### config.mk
export PLATFORM = sky130hd
export DESIGN_NAME = bakery_master
export DESIGN_NICKNAME = d
export VERILOG_FILES = /design/src/rtl/bakery_pkg.sv /design/src/rtl/bakery_port.sv /design/src/rtl/bakery_maxreg.sv /design/src/rtl/bakery_ctrl.sv /design/src/rtl/bakery_master.sv
export SDC_FILE = /design/constraint.sdc
export NUM_CORES = 1
export LEC_CHECK = 0
export ABC_AREA = 0
export CAP_MARGIN = 20
export CELL_PAD_IN_SITES_DETAIL_PLACEMENT = 0
export CELL_PAD_IN_SITES_GLOBAL_PLACEMENT = 1
export CORE_MARGIN = 2
export CORE_UTILIZATION = 35
export DETAILED_ROUTE_END_ITERATION = 16
export PLACE_DENSITY_LB_ADDON = 0.05
export REMOVE_ABC_BUFFERS = 1
export SLEW_MARGIN = 20
export SYNTH_ARGS = -nofsm -noshare
export SYNTH_HDL_FRONTEND = slang
export SYNTH_SLANG_ARGS = --single-unit
### constraint.sdc
create_clock -name clk -period 7.15 [get_ports clk]
set_input_delay 0.715 -clock clk [delete_from_list [all_inputs] [get_ports clk]]
set_output_delay 0.715 -clock clk [all_outputs]
set_load 0.01 [all_outputs]
### src/rtl/bakery_pkg.sv
package bakery_pkg;

  typedef enum logic [3:0] {
    ST_IDLE,
    ST_SET_ENTER,
    ST_SCAN,
    ST_WR_TICKET,
    ST_CLR_ENTER,
    ST_POLL_FLAG,
    ST_POLL_NUM,
    ST_RD_CNT,
    ST_WR_CNT,
    ST_CLR_TICKET,
    ST_DONE
  } bk_state_e;

  // Pair (na, ia) comes strictly before (nb, ib) in lock order.
  function automatic logic precedes(input logic [31:0] na, input logic [31:0] ia,
                                    input logic [31:0] nb, input logic [31:0] ib);
    return (na < nb) || ((na == nb) && (ia < ib));
  endfunction

  // An agent with ticket 'other_num' at index 'other_idx' no longer blocks us.
  function automatic logic may_pass(input logic [31:0] my_num, input logic [31:0] my_idx,
                                    input logic [31:0] other_num, input logic [31:0] other_idx);
    return (other_num == 32'd0) || precedes(my_num, my_idx, other_num, other_idx);
  endfunction

endpackage

### src/rtl/bakery_port.sv
module bakery_port #(
  parameter int AW = 32,
  parameter int DW = 32
) (
  input  logic          clk,
  input  logic          rst_n,
  input  logic          issue,
  input  logic          issue_we,
  input  logic [AW-1:0] issue_addr,
  input  logic [DW-1:0] issue_wdata,
  output logic          mem_req,
  output logic          mem_we,
  output logic [AW-1:0] mem_addr,
  output logic [DW-1:0] mem_wdata,
  input  logic          mem_ack,
  input  logic [DW-1:0] mem_rdata,
  output logic          xfer_done,
  output logic [DW-1:0] xfer_rdata
);

  always_ff @(posedge clk or negedge rst_n) begin
    if (!rst_n) begin
      mem_req   <= 1'b0;
      mem_we    <= 1'b0;
      mem_addr  <= '0;
      mem_wdata <= '0;
    end else if (issue) begin
      mem_req   <= 1'b1;
      mem_we    <= issue_we;
      mem_addr  <= issue_addr;
      mem_wdata <= issue_wdata;
    end else if (mem_req && mem_ack) begin
      mem_req <= 1'b0;
    end
  end

  assign xfer_done  = mem_req && mem_ack;
  assign xfer_rdata = mem_rdata;

endmodule

### src/rtl/bakery_maxreg.sv
module bakery_maxreg #(
  parameter int DW = 32
) (
  input  logic          clk,
  input  logic          rst_n,
  input  logic          clear,
  input  logic          load,
  input  logic [DW-1:0] value,
  output logic [DW-1:0] max_q
);

  always_ff @(posedge clk or negedge rst_n) begin
    if (!rst_n)                     max_q <= '0;
    else if (clear)                 max_q <= '0;
    else if (load && value > max_q) max_q <= value;
  end

endmodule

### src/rtl/bakery_ctrl.sv
module bakery_ctrl
  import bakery_pkg::*;
#(
  parameter int AW  = 32,
  parameter int DW  = 32,
  parameter int AGW = 3,
  parameter int LW  = 16
) (
  input  logic          clk,
  input  logic          rst_n,
  input  logic          start,
  input  logic [AGW-1:0] agent_idx,
  input  logic [AGW:0]  agent_count,
  input  logic [AW-1:0] flag_base,
  input  logic [AW-1:0] num_base,
  input  logic [AW-1:0] ctr_base,
  input  logic [LW-1:0] loop_limit,
  output logic          issue,
  output logic          issue_we,
  output logic [AW-1:0] issue_addr,
  output logic [DW-1:0] issue_wdata,
  input  logic          xfer_done,
  input  logic [DW-1:0] xfer_rdata,
  output logic          max_clear,
  output logic          max_load,
  input  logic [DW-1:0] max_q,
  output logic          done,
  output logic [LW-1:0] loops_done,
  output logic          cs_held
);

  localparam int IW = AGW + 1;

  bk_state_e     state;
  logic          waiting;
  logic [IW-1:0] idx;
  logic [IW-1:0] me_q;
  logic [IW-1:0] n_q;
  logic [AW-1:0] fb_q, nb_q, cb_q;
  logic [LW-1:0] lim_q;
  logic [DW-1:0] ticket;
  logic [DW-1:0] cnt_val;

  function automatic logic [AW-1:0] slot(input logic [AW-1:0] base, input logic [IW-1:0] i);
    return base + (AW'(i) << 2);
  endfunction

  function automatic logic [DW-1:0] plus_one(input logic [DW-1:0] v);
    return v + DW'(1);
  endfunction

  logic access_st, poll_st, need_skip, last_idx, pass_now;

  assign access_st = (state != ST_IDLE) && (state != ST_DONE);
  assign poll_st   = (state == ST_POLL_FLAG) || (state == ST_POLL_NUM);
  assign need_skip = poll_st && (idx == me_q);
  assign last_idx  = (idx + IW'(1)) == n_q;
  assign pass_now  = may_pass(32'(ticket), 32'(me_q), 32'(xfer_rdata), 32'(idx));

  assign issue     = access_st && !waiting && !need_skip;
  assign max_clear = (state == ST_SET_ENTER) && xfer_done;
  assign max_load  = (state == ST_SCAN) && xfer_done;
  assign done      = (state == ST_DONE);
  assign cs_held   = (state == ST_RD_CNT) || (state == ST_WR_CNT);

  always_comb begin
    issue_we    = 1'b0;
    issue_addr  = cb_q;
    issue_wdata = '0;
    unique case (state)
      ST_SET_ENTER:  begin issue_we = 1'b1; issue_addr = slot(fb_q, me_q); issue_wdata = DW'(1); end
      ST_SCAN:       issue_addr = slot(nb_q, idx);
      ST_WR_TICKET:  begin issue_we = 1'b1; issue_addr = slot(nb_q, me_q); issue_wdata = plus_one(max_q); end
      ST_CLR_ENTER:  begin issue_we = 1'b1; issue_addr = slot(fb_q, me_q); end
      ST_POLL_FLAG:  issue_addr = slot(fb_q, idx);
      ST_POLL_NUM:   issue_addr = slot(nb_q, idx);
      ST_RD_CNT:     issue_addr = cb_q;
      ST_WR_CNT:     begin issue_we = 1'b1; issue_addr = cb_q; issue_wdata = plus_one(cnt_val); end
      ST_CLR_TICKET: begin issue_we = 1'b1; issue_addr = slot(nb_q, me_q); end
      default:       ;
    endcase
  end

  always_ff @(posedge clk or negedge rst_n) begin
    if (!rst_n) begin
      state      <= ST_IDLE;
      waiting    <= 1'b0;
      idx        <= '0;
      me_q       <= '0;
      n_q        <= '0;
      fb_q       <= '0;
      nb_q       <= '0;
      cb_q       <= '0;
      lim_q      <= '0;
      ticket     <= '0;
      cnt_val    <= '0;
      loops_done <= '0;
    end else begin
      if (issue) waiting <= 1'b1;
      if (state == ST_IDLE || state == ST_DONE) begin
        if (start) begin
          me_q       <= {1'b0, agent_idx};
          n_q        <= agent_count;
          fb_q       <= flag_base;
          nb_q       <= num_base;
          cb_q       <= ctr_base;
          lim_q      <= loop_limit;
          loops_done <= '0;
          state      <= (loop_limit == '0) ? ST_DONE : ST_SET_ENTER;
        end
      end else if (need_skip) begin
        if (last_idx) state <= ST_RD_CNT;
        else begin
          idx   <= idx + IW'(1);
          state <= ST_POLL_FLAG;
        end
      end else if (waiting && xfer_done) begin
        waiting <= 1'b0;
        unique case (state)
          ST_SET_ENTER: begin idx <= '0; state <= ST_SCAN; end
          ST_SCAN: begin
            if (last_idx) state <= ST_WR_TICKET;
            else          idx   <= idx + IW'(1);
          end
          ST_WR_TICKET: begin ticket <= plus_one(max_q); state <= ST_CLR_ENTER; end
          ST_CLR_ENTER: begin idx <= '0; state <= ST_POLL_FLAG; end
          ST_POLL_FLAG: if (xfer_rdata == '0) state <= ST_POLL_NUM;
          ST_POLL_NUM: begin
            if (pass_now) begin
              if (last_idx) state <= ST_RD_CNT;
              else begin
                idx   <= idx + IW'(1);
                state <= ST_POLL_FLAG;
              end
            end
          end
          ST_RD_CNT: begin cnt_val <= xfer_rdata; state <= ST_WR_CNT; end
          ST_WR_CNT: state <= ST_CLR_TICKET;
          ST_CLR_TICKET: begin
            loops_done <= loops_done + LW'(1);
            state      <= ((loops_done + LW'(1)) == lim_q) ? ST_DONE : ST_SET_ENTER;
          end
          default: ;
        endcase
      end
    end
  end

endmodule

### src/rtl/bakery_master.sv
module bakery_master #(
  parameter int AW  = 32,
  parameter int DW  = 32,
  parameter int AGW = 3,
  parameter int LW  = 16
) (
  input  logic           clk,
  input  logic           rst_n,
  input  logic           start,
  input  logic [AGW-1:0] agent_idx,
  input  logic [AGW:0]   agent_count,
  input  logic [AW-1:0]  flag_base,
  input  logic [AW-1:0]  num_base,
  input  logic [AW-1:0]  ctr_base,
  input  logic [LW-1:0]  loop_limit,
  output logic           done,
  output logic [LW-1:0]  loops_done,
  output logic           mem_req,
  output logic           mem_we,
  output logic [AW-1:0]  mem_addr,
  output logic [DW-1:0]  mem_wdata,
  input  logic           mem_ack,
  input  logic [DW-1:0]  mem_rdata
);

  logic          issue, issue_we, xfer_done, max_clear, max_load, cs_held;
  logic [AW-1:0] issue_addr;
  logic [DW-1:0] issue_wdata, xfer_rdata, max_q;

  bakery_ctrl #(.AW(AW), .DW(DW), .AGW(AGW), .LW(LW)) u_ctrl (
    .clk, .rst_n, .start, .agent_idx, .agent_count, .flag_base, .num_base,
    .ctr_base, .loop_limit, .issue, .issue_we, .issue_addr, .issue_wdata,
    .xfer_done, .xfer_rdata, .max_clear, .max_load, .max_q, .done,
    .loops_done, .cs_held
  );

  bakery_port #(.AW(AW), .DW(DW)) u_port (
    .clk, .rst_n, .issue, .issue_we, .issue_addr, .issue_wdata,
    .mem_req, .mem_we, .mem_addr, .mem_wdata, .mem_ack, .mem_rdata,
    .xfer_done, .xfer_rdata
  );

  bakery_maxreg #(.DW(DW)) u_max (
    .clk, .rst_n, .clear(max_clear), .load(max_load), .value(xfer_rdata), .max_q
  );

endmodule

# ---- After elaboration in Yosys (flattened, before gate mapping)
# Index checks and enable logic that the tools add are counted.
dict set report classes {
  add_sub_neg 8
  n_lt_le_gt_ge 3
  eq_ne 21
  muxes 32
  n_bitwise 2
  n_reduce_logical 38
}
# cell n
set op_table {}
lappend op_table {{$pmux W32 S4} 1}
lappend op_table {{$pmux W32 S3} 1}
lappend op_table {{$mux W16} 5}
lappend op_table {{$add A32 B1 Y32 const B} 2}
lappend op_table {{$add A32 B5 Y32} 2}
lappend op_table {{$add A32 B6 Y32} 2}
lappend op_table {{$mux W32} 2}
lappend op_table {{$mux W4} 13}
lappend op_table {{$pmux W4 S9} 1}
lappend op_table {{$eq A32 B32 Y1} 1}
lappend op_table {{$gt A32 B32 Y1} 1}
lappend op_table {{$logic_not A32 Y1} 1}
lappend op_table {{$lt A32 B32 Y1} 1}
lappend op_table {{$add A16 B1 Y16 const B} 1}
lappend op_table {{$eq A16 B16 Y1} 1}
lappend op_table {{$eq A4 B3 Y1 const B} 4}
lappend op_table {{$logic_not A16 Y1} 1}
lappend op_table {{$reduce_and A4 Y1} 4}
lappend op_table {{$eq A4 B4 Y1 const B} 3}
lappend op_table {{$pmux W4 S3} 1}
lappend op_table {{$reduce_bool A11 Y1} 1}
lappend op_table {{$logic_and A1 B1 Y1} 10}
lappend op_table {{$reduce_bool A2 Y1} 5}
lappend op_table {{$eq A4 B2 Y1 const B} 2}
lappend op_table {{other kinds (22)} 38}
dict set report word_totals {
  regBits 306
  in_bits 155
  out_inout_bits 83
  elab_cells 121
}

# ---- Longest topological paths before layout
dict set report logic_depth {
  ltp_word 9
  ltp_mapped 19
  ltp_nobuf 13
}

# ---- Hierarchy
# From an unflattened synthesis, not the netlist that was laid out.
dict set report hier_totals {
  hier_cells 1979
  hier_area_um2 19588.8
}
# module n_inst cells_each area_each_um2 seq_area_each_um2
set by_module_without_submodules {}
lappend by_module_without_submodules {bakery_ctrl 1 1551 14269.9 5205.0}
lappend by_module_without_submodules {bakery_port 1 173 2854.0 1651.6}
lappend by_module_without_submodules {bakery_maxreg 1 255 2464.9 800.8}

# ---- Worst setup path before layout
# OpenSTA, ideal clock, no wires.
dict set report synth_timing {
  kind {register to register}
  startpoint {register u_ctrl.state[1]}
  endpoint {register u_port.mem_addr[29]}
  setup_ps 134
  arrival_time_ps 3711
  t_required_ps 7016
  setup_slack_ps 3304
  path_stages_with_launch 20
  path_buffers 6
  period_less_slack_ps 3846
  cell_sequence {dfrtp_1 -> buf_2 -> xnor2_2 -> nor2_1 -> buf_2 -> buf_2 -> buf_2 -> buf_1 -> nand2_1 -> nand2_1 -> ha_1 -> a21o_1 -> a21oi_1 -> o21bai_2 -> or3_1 -> buf_6 -> nor3_4 -> xor2_1 -> a222oi_1 -> a21oi_1}
}
dict set report synth_between {
  elab_chain_cells 5
  word_cells_on_any_way 19
  cone_classes {eq/ne: 8; mux: 1; reduce/logical: 10}
}
# item line_no
set synth_lines {}
lappend synth_lines {{start, declared} bakery_ctrl.sv:34} ;# bk_state_e state;
lappend synth_lines {{start signal, assigned} bakery_ctrl.sv:109} ;# state <= (loop_limit == '0) ? ST_DONE : ST_SET_ENTER;
lappend synth_lines {{start signal, assigned} bakery_ctrl.sv:141} ;# state <= ((loops_done + LW'(1)) == lim_q) ? ST_DONE : ST_SET_ENTER;
lappend synth_lines {{parallel branches: the longest is 5 deep, another holds $pmux W32 S4} n/a}
lappend synth_lines {{end signal, assigned} bakery_port.sv:30} ;# mem_addr <= issue_addr;
lappend synth_lines {{end, declared} bakery_port.sv:13} ;# output logic [AW-1:0] mem_addr,
# Parallel ways; which one is timed is not known.
# A chain may end at the register's enable or synchronous reset.

# ---- Final worst setup path
dict set report layout_timing {
  startpoint {register u_ctrl.state[3]}
  endpoint {register u_port.mem_addr[27]}
}
# The elaborated chain is that of the path after synthesis.

==> results.cfg <==
[status]
status = complete, no violations

[floorplanning]
die_y_um = 235.5
die_x_um = 235.5
io_pins = 238
fp.dieArea_um2 = 55450
start_util_pct = 35.55
coreArea_um2 = 52760
num_rows = 84

[pwr]
power_per_cell_area_nw_per_um2 = 407.7
power_w = 0.009320
leakagePower_nw = 9.695
irDropWorstVdd_v = 0.0001897

[clock_network]
cts_tree = done
ctsHoldBuffers = 0
clockBufferDepth = 3
cts_buffers = 38
clk_latency_ns = 0.56
cts-root-buf = clkbuf_16
htreeDepth = 2
cts.sinks = 306
cts.repair.resized = 0
cts_setup_buffers = 0
clkTransAtPathRegs_ns = 0.06

[synth]
ys_seq_area_share_pct = 40.83
ys.flop_type = dfrtp_1
synth-seq-cells = 306
synth_top_area_share_pct = 40.83
yosys_warnings = 0
yosysTopAreaCell = dfrtp_1
synthCells = 1941
synth_area_leaders = dfrtp_1 41%, mux2_2 9.4%, ha_1 5.2%, nand2_1 4.7%, xnor2_1 4.0%
post-synth-top-count-cell = dfrtp_1
synth.avg_cell_area_um2 = 9.662
async_flop_share_pct = 100.0
synth_edf_count = 0
synthesis.area_um2 = 18750
yosys-top-cells-count = 306 x dfrtp_1, 233 x nand2_1, 157 x mux2_2, 106 x o21ai_0, 105 x nor2_1
ys_types = 79

[critical_path]
crit_type = reg -> reg
crit_top_cell = nand2_1
critical_path.startpoint_type = flop
max_stage_delay_ns = 0.82
path_buf_inv = 1
r2r_cells = 14
path_cells = xnor2_2 > nor2_2 > buf_4 > nand2_1 > nand2_1 > ha_1 > a21o_1 > a21oi_1 > o21bai_2 > or3_1 > nor2_1 > xor2_1 > a221oi_1 > a31oi_1
end_kind = flop
r2r_end = u_port.mem_addr[27]
crit_fanout = 40
r2r_start = u_ctrl.state[3]
r2r_slack_ns = 2.72
cp.required_ns = 7.58
path_delay_family = compound AO/OA/AOI/OAI gates
slowest_stage = dfrtp_1
crit_arrival_ns = 4.86

[layout]
fillers = 5192
multi_input_area_um2 = 10340
diodes = 0
layout-drive-gt1-share_pct = 12.39
fin_nets = 2365
stdcell_count = 2843
ff_latch_area_um2 = 7657
final_util_pct = 43.32
syn_to_final_growth_pct = 21.88

[sta]
max_freq_ghz = 0.2259
post-route-min-period_ns = 4.426
fin_skew_ns = 0.01450
finalHoldViolCount = 0
slew_viol_final = 0
fin_setup_tns_ns = 0
relSlewSlack_pct = 29.24
fin_crit_sh_pct = 61.91
finalSetupViolCount = 0
setup_slack_ns = 2.724
tightest_slew_ns = 1.056
rsz0062_at_grt = no

[placement]
place_inst = 2778
place_ws_ns = 2.768
gp_congestion = 0.8850
dpl.hpwl_mm = 44.80
io_buffers = 237

[detailed_routing]
via_count = 15610
routedWlPerCell_um = 21.79
first_iter_violations = 1012
antenna_left = 0
drt-vias-per-instance = 5.491
routed_wl_mm = 61.95
drc = 0
dr.pass1.iters = 8

[global_routing]
use_met1_pct = 29.28
busiest_layer = met2
antenna_found_initial = 0
grt_max_degree = 80
grt.overflow.total = 0
grt.met3_usage_pct = 3.201
grt_pass1_wl_mm = 96.48
use_met2_pct = 37.09
grtUsageTotal_pct = 22.28
grt_pass1_vias = 16190

[hold_path]
min_path_type = in -> async

[flow_run]
cap_violations = 0
## kinds of logic after synthesis
group | Yosys count | share of synthesized area (%)
buffers and inverters | 196 | 4.270
and+or+nand+nor | 602 | 15.69
xor gates and xnor gates | 166 | 7.866
adders and majority gates | 80 | 5.417
AOI/OAI and AO/OA | 376 | 13.40
DFF | 306 | 40.83
muxes | 215 | 12.52
## state kept, by name (all words and copies together) (netlist names)
register / count
u_ctrl.cb_q: 32
u_ctrl.cnt_val: 32
u_ctrl.fb_q: 32
u_ctrl.idx: 4
u_ctrl.lim_q: 16
u_ctrl.loops_done: 16
u_ctrl.me_q: 3
u_ctrl.n_q: 4
u_ctrl.nb_q: 32
u_ctrl.state: 4
u_ctrl.ticket: 32
u_ctrl.waiting: 1
u_max.max_q: 32
u_port.mem_addr: 32
u_port.mem_req: 1
u_port.mem_wdata: 32
u_port.mem_we: 1
## area by class of cell
cell class | instances | area share [%]
multi-input cells | 1439 | 45.25
flip-flops and latches | 306 | 33.50
repair buffers | 260 | 11.16
clock buffers | 55 | 4.664
well taps | 688 | 3.766
inverters | 85 | 1.396
clock inverters | 10 | 0.2737
## how the worst max path moves through the flow
stage / startpoint / endpoint / slack [ns] / depth (start not counted)
after floorplan: u_ctrl.state[1] / u_port.mem_addr[10] / 0.63 / 12
after global placement: u_ctrl.state[3] / u_port.mem_addr[27] / 2.83 / 14
after detailed placement: u_ctrl.state[3] / u_port.mem_addr[27] / 2.77 / 14
after CTS: u_ctrl.state[3] / u_port.mem_addr[27] / 2.77 / 14
after global routing: u_ctrl.state[3] / u_port.mem_addr[27] / 2.38 / 14
final: u_ctrl.state[3] / u_port.mem_addr[27] / 2.72 / 14
## metrics by stage
step                      hold WS [ns]  cell area [µm²]
after CTS                       0.1545            22860
after global routing            0.1722            22860
final                           0.1370            22860
after detailed placement        0.4783            21730
after global placement          0.4696            21730
after floorplan                 0.4194            18270
## report_power, final
part | internal, W | switching, W
Sequential | 0.00239 | 0.000870
Combinational | 0.00192 | 0.00232
Clock | 0.00103 | 0.000787
## routing by layer
metal | part of all wire, % | vias to the layer above
met5 | 0 | -
li1 | - | 7364
met3 | 4.4 | 119
met4 | 3.5 | 0
met2 | 47 | 402
met1 | 45 | 7725
## cell usage in the layout (no fill, tap or decap), types with 20 or more instances in the layout
master,instances
buf_4,23
clkdlybuf4s50_1,236
nand4_1,41
a31oi_1,29
mux2i_1,58
mux2_2,157
dfrtp_1,306
a21oi_1,49
nand2_1,232
a22o_1,21
inv_1,83
nand3_1,70
o22ai_1,28
o21ai_0,106
xor2_1,79
nor2_1,103
nor3_1,27
ha_1,78
clkbuf_16,39
xnor2_1,85
and3_1,20
nor4_1,28
(Power assumes the default switching activity.)
